$ cat src/rtl/pmc_pkg.sv
package pmc_pkg;

    typedef enum logic [2:0] {
        PM_ACTIVE  = 3'd0,
        PM_IDLE    = 3'd1,
        PM_STANDBY = 3'd2,
        PM_SLEEP   = 3'd3,
        PM_DEVSLP  = 3'd4
    } pm_mode_t;

    typedef enum logic [2:0] {
        K_ABORT,
        K_IDLE_NOW,
        K_IDLE_TMR,
        K_STANDBY,
        K_SLEEP,
        K_QUERY
    } cmd_kind_t;

    localparam logic [7:0] OP_STBY_NOW = 8'hE0;
    localparam logic [7:0] OP_IDLE_NOW = 8'hE1;
    localparam logic [7:0] OP_STBY     = 8'hE2;
    localparam logic [7:0] OP_IDLE     = 8'hE3;
    localparam logic [7:0] OP_QUERY    = 8'hE5;
    localparam logic [7:0] OP_SLEEP    = 8'hE6;

    function automatic logic [7:0] query_code(pm_mode_t m);
        case (m)
            PM_ACTIVE: return 8'hFF;
            PM_IDLE:   return 8'h80;
            default:   return 8'h00;
        endcase
    endfunction

endpackage

$ cat src/rtl/pmc_decode.sv
module pmc_decode
    import pmc_pkg::*;
(
    input  logic [7:0] op,
    output cmd_kind_t  kind
);
    always_comb begin
        case (op)
            OP_STBY_NOW, OP_STBY: kind = K_STANDBY;
            OP_IDLE_NOW:          kind = K_IDLE_NOW;
            OP_IDLE:              kind = K_IDLE_TMR;
            OP_QUERY:             kind = K_QUERY;
            OP_SLEEP:             kind = K_SLEEP;
            default:              kind = K_ABORT;
        endcase
    end
endmodule

$ cat src/rtl/pmc_timer.sv
module pmc_timer #(
    parameter int W = 8
) (
    input  logic         clk,
    input  logic         rst_n,
    input  logic         prog,
    input  logic [W-1:0] prog_val,
    input  logic         reload,
    input  logic         run,
    input  logic         tick,
    output logic         last
);
    typedef struct packed {
        logic         en;
        logic [W-1:0] period;
        logic [W-1:0] left;
    } tmr_t;

    localparam logic [W-1:0] ONE = W'(1);

    tmr_t t_d, t_q;

    always_comb begin
        t_d = t_q;
        if (prog) begin
            t_d.en     = (prog_val != '0);
            t_d.period = prog_val;
            t_d.left   = prog_val;
        end else if (reload) begin
            t_d.left = t_q.period;
        end else if (run && tick && t_q.en) begin
            t_d.left = (t_q.left == ONE) ? t_q.period : t_q.left - ONE;
        end
    end

    always_ff @(posedge clk or negedge rst_n) begin
        if (!rst_n) t_q <= '0;
        else        t_q <= t_d;
    end

    assign last = t_q.en && (t_q.left == ONE);
endmodule

$ cat src/rtl/pmc_top.sv
module pmc_top
    import pmc_pkg::*;
#(
    parameter int CNT_W = 8
) (
    input  logic             clk,
    input  logic             rst_n,
    input  logic             cmd_valid,
    input  logic [7:0]       cmd_op,
    input  logic [CNT_W-1:0] cmd_count,
    input  logic             host_act,
    input  logic             tick,
    input  logic             devslp_en,
    input  logic             devslp_pin,
    output logic             busy,
    output logic             intr,
    output logic             cmd_err,
    output logic [7:0]       pm_result,
    output logic [2:0]       mode
);
    typedef struct packed {
        pm_mode_t         mode;
        logic             busy;
        logic             intr;
        logic             err;
        logic [7:0]       res;
        cmd_kind_t        kind;
        logic [CNT_W-1:0] count;
    } st_t;

    st_t       s_d, s_q;
    cmd_kind_t dec_kind;
    logic      t_prog, t_reload, t_run, t_last;
    logic      ds_req, can_take;

    pmc_decode u_dec (
        .op   (cmd_op),
        .kind (dec_kind)
    );

    pmc_timer #(.W(CNT_W)) u_tmr (
        .clk      (clk),
        .rst_n    (rst_n),
        .prog     (t_prog),
        .prog_val (s_q.count),
        .reload   (t_reload),
        .run      (t_run),
        .tick     (tick),
        .last     (t_last)
    );

    assign ds_req   = devslp_en && devslp_pin && (s_q.mode != PM_SLEEP);
    assign can_take = (s_q.mode == PM_ACTIVE) || (s_q.mode == PM_IDLE) ||
                      (s_q.mode == PM_STANDBY);

    always_comb begin
        s_d      = s_q;
        s_d.intr = 1'b0;
        s_d.err  = 1'b0;
        t_prog   = 1'b0;
        t_reload = 1'b0;
        t_run    = 1'b0;
        if (ds_req) begin
            s_d.mode = PM_DEVSLP;
            s_d.busy = 1'b0;
        end else if (s_q.mode == PM_DEVSLP) begin
            s_d.mode = PM_IDLE;
            t_reload = 1'b1;
        end else if (s_q.busy) begin
            s_d.busy = 1'b0;
            s_d.intr = 1'b1;
            case (s_q.kind)
                K_IDLE_NOW: begin
                    s_d.mode = PM_IDLE;
                    t_reload = 1'b1;
                end
                K_IDLE_TMR: begin
                    s_d.mode = PM_IDLE;
                    t_prog   = 1'b1;
                end
                K_STANDBY: s_d.mode = PM_STANDBY;
                K_SLEEP:   s_d.mode = PM_SLEEP;
                K_QUERY:   s_d.res  = query_code(s_q.mode);
                default:   s_d.err  = 1'b1;
            endcase
        end else if (cmd_valid && can_take) begin
            s_d.busy  = 1'b1;
            s_d.kind  = dec_kind;
            s_d.count = cmd_count;
        end else if (s_q.mode == PM_IDLE) begin
            if (host_act) begin
                t_reload = 1'b1;
            end else begin
                t_run = 1'b1;
                if (tick && t_last) s_d.mode = PM_STANDBY;
            end
        end else if (s_q.mode == PM_STANDBY && host_act) begin
            s_d.mode = PM_ACTIVE;
        end
    end

    always_ff @(posedge clk or negedge rst_n) begin
        if (!rst_n) begin
            s_q       <= '0;
            s_q.mode  <= PM_ACTIVE;
            s_q.kind  <= K_ABORT;
        end else begin
            s_q <= s_d;
        end
    end

    assign busy      = s_q.busy;
    assign intr      = s_q.intr;
    assign cmd_err   = s_q.err;
    assign pm_result = s_q.res;
    assign mode      = s_q.mode;
endmodule

$ cat config.mk
export PLATFORM = sky130hd
export DESIGN_NAME = pmc_top
export DESIGN_NICKNAME = d
export VERILOG_FILES = /design/src/rtl/pmc_pkg.sv /design/src/rtl/pmc_decode.sv /design/src/rtl/pmc_timer.sv /design/src/rtl/pmc_top.sv
export SDC_FILE = /design/constraint.sdc
export NUM_CORES = 1
export LEC_CHECK = 0
export BUFFER_PORTS_ARGS = -buffer_cell sky130_fd_sc_hd__buf_2
export CAP_MARGIN = 20
export CORE_ASPECT_RATIO = 0.9
export CORE_MARGIN = 1
export CORE_UTILIZATION = 49
export CTS_CLUSTER_SIZE = 40
export DETAILED_ROUTE_END_ITERATION = 7
export PLACE_DENSITY = 0.71
export SLEW_MARGIN = 5
export SYNTH_ARGS = -nofsm -noshare
export SYNTH_HDL_FRONTEND = slang
export SYNTH_HIERARCHICAL = 1
export SYNTH_SLANG_ARGS = --single-unit
export TNS_END_PERCENT = 100
$ cat constraint.sdc
create_clock -name clk -period 4.8 [get_ports clk]
set_clock_uncertainty 0.05 [all_clocks]
set_input_delay 0.96 -clock clk [delete_from_list [all_inputs] [get_ports clk]]
set_output_delay 0.96 -clock clk [all_outputs]
set_load 0.005 [all_outputs]
==> key figures <==
GRT
  – Initial antenna violation count: 0
  – Total grt overflow: 0
  – Global-route wire length before repair: 7.093 mm
  – Largest net degree at the start of global routing: 37
  – Total GRT Usage: just under 20%
  – Number of global-route vias before repair: roughly 1500

STA
  – Slew @ Worst Pin: between 0.7 and 0.8 ns
  – Min Tclk post-route: between 2 and 3 ns
  – Rel. slew slack: 48.30%
  – Part of the cycle the worst path needs: between 50% and 60%
  – WHS: 0.4296 ns
  – Max frequency: 348.4 MHz
  – Setup Viol. Count Final: 0
  – Max-slew violations: 0
  – Unrepaired setup endpoints after global routing: no
  – Final setup TNS: 0 ns
  – Final hold vios: 0

Power
  – Sw frac: a little under two fifths
  – Leak Pwr: between 1 and 1.5 nW
  – Sw power: around 0.00047 W
  – Clock Power Share: a little over a fifth
  – Peak supply drop: between 0.2 and 0.3 mV
  – Power density over cell area: 511.5 nW/um^2
  – Reg power frac: between 40 and 50%
  – Int Power: slightly below 0.0008 W
  – Logic pwr share: between 30% and 40%
  – Pwr Total: about 0.0012 W

Worst setup path
  – CP Max Fanout: 19
  – Crit. End Element: flop
  – Crit Path Category: in2reg
  – CP Cell Sequence: buf_2 > and2_1 > a221o_2 > nor4b_2 > buf_4 > nor2b_1 > a21oi_1 > o32ai_1 > nor3_1
  – Critical Path RT: 4.91 ns
  – Crit path DAT: a little under 3 ns
  – CP Launch Type: input pin
  – Max incr delay on CP: approximately 0.43 ns
  – Crit path max-delay cell type: a221o_2

Floorplanning
  – Core area: ~4200 sq um
  – IO Count: 37
  – Starting Density: a little over half
  – # rows: 22
  – Die height: between 60 and 70 um
  – Die Area: between 4000 and 5000 sq um
  – Width of the die: between 70 and 80 um

Clock tree
  – Sink Count: 36
  – Post-CTS setup buffers: 0
  – Clk root buf: clkbuf_8
  – Htree depth: 2
  – Cts hold-fix bufs: 0
  – Total CTS buffers: 5
  – Clock transition at path regs: around 0.07 ns
  – PostCTS Resize Cnt: 0
  – CTS tree: done
  – Longest Clk Path Bufs: 2
  – Clock latency at the later pin of the worst-skew pair: approximately 0.28 ns

Job
  – Max Cap Viol: 0

Yosys
  – Syn Inst Count: between 200 and 250
  – EDFF count, synth: 0
  – Register bit total from synthesis: 36
  – Main area contributors after synthesis: dfrtp_1, mux2_1, buf_4, mux2_2, nor4b_4
  – Post-synth top area cell: dfrtp_1
  – Ys flop type: dfrtp_1
  – Top-count cell post-synth: dfrtp_1
  – Commonest cells post-synth: dfrtp_1, mux2_1, buf_4, nand2_1, nor2_1
  – YS warnings: 6
  – Top-area cell type share of the netlist area: about two fifths
  – Mapped Nets: 226
  – Avg Cell Area, Syn: between 10 and 15 sq um
  – Post-synthesis async set-or-reset flop share: 100.0%
  – Mapped Area: ~2200 sq um
  – Synth cell types: 62
  – Sequential area share after synthesis: 41.31%

Layout
  – Fraction of final layout cells sized beyond drive strength 1: 31.14%
  – Synth-to-layout area growth: 10.96%
  – Post-Layout Cell Count: between 200 and 300
  – Antenna fix cells: 0
  – Layout Nets: 252

Placement
  – Placed Cells: 280
  – IO buf count: 36
  – GPL Wtd Cong: between 0.8 and 0.9
  – DP HPWL: 3.005 mm

Routing
  – DRC: 0
  – DRT Pass-1 Iters: 4
  – Final wirelength: 4.111 mm
  – Drt initial violations: roughly 120
  – Vias: roughly 1700
  – WL/cell: ~14 um
  – Routed Antenna Nets: 0
  – Via/cell ratio: around 5.8

Worst hold path
  – Worst Hold Class: reg2reg

Outcome
  – Status: finished, final reports clean
-- final cells by class --
type,instances,area (sq um)
clock buffers,5,68.82
clock inverters,3,42.54
fillers,376,1764
inverters,9,33.78
multi-input cells,138,1111
flip-flops and latches,36,900.9
well taps,60,75.07
repair buffers,37,187.7
-- critical path: cells and delay by family --
| kind | cells | cell delay (ns) |
|---|---|---|
| buf+inv | 2 | 0.39 |
| compound gates | 3 | 0.80 |
| simple gates | 4 | 0.83 |
-- cell usage in the layout, fill, tap and decap left out, types with 3 or more instances in the layout --
cell	count
dfrtp_1	36
nor3_1	7
inv_1	9
mux2_2	8
and2_1	3
buf_2	36
a21oi_1	7
clkbuf_8	5
nand3b_1	3
nand2_1	12
o21ai_0	8
nor2_1	11
a211oi_1	4
a31oi_1	3
mux2_1	13
nor4_1	3
nand3_1	4
xor2_1	3
-- stage by stage --
step	cell area, sq um	setup WS [ns]	util (%)
floorplan	2181	1.870	-
global placement	2308	1.678	55.17
detailed placement	2308	1.644	55.17
CTS	2420	1.947	57.83
global route	2420	1.749	57.83
finish	2420	1.930	57.83
-- path summary, 6_finish.rpt --
check                             start             to  slack (ns)  cells past startpoint
min reg2reg                pm_result[7]   pm_result[7]        0.43                      1
max                           devslp_en   u_tmr/t_q[7]        1.93                      9
max in group asynchronous         rst_n  u_tmr/t_q[16]        3.51                      1
max reg2reg                        busy   u_tmr/t_q[1]        2.07                      7
min in group asynchronous         rst_n   u_tmr/t_q[5]        0.70                      1
min                        pm_result[7]   pm_result[7]        0.43                      1
-- per-layer routing --
layer	GRT usage, %	wire length, um	part of all wire (%)
met1	28.09	2052	50
met2	29.21	1772	43
met3	5.061	262	6.4
met4	5.392	23	0.56
met5	0	0	0
-- state kept, by name, summed over array words and instances, names as in the netlist --
signal,count
s_q,11
intr,1
pm_result,2
u_tmr/t_q,17
cmd_err,1
busy,1
mode,3
-- logic make-up after synthesis --
kind of cell               synth area share, %
DFF                                      41.31
muxes                                    11.30
buffers and inverters                    8.032
adders and majority gates                1.147
and+or+nand+nor                          20.71
AOI/OAI and AO/OA                        15.89
xor gates and xnor gates                 1.607
-- power by group through the flow --
stage / registers (W) / clock network, W / logic, W
6_report: 0.000531 / 0.000264 / 0.000443
3_5_place_dp: 0.000536 / 0 / 0.000437
2_1_floorplan: 0.000483 / 0 / 0.000385
3_3_place_gp: 0.000535 / 0 / 0.000432
4_1_cts: 0.000530 / 0.000270 / 0.000441
5_1_grt: 0.000550 / 0.000282 / 0.000490
Note: power is estimated with default switching activity, not from simulation.
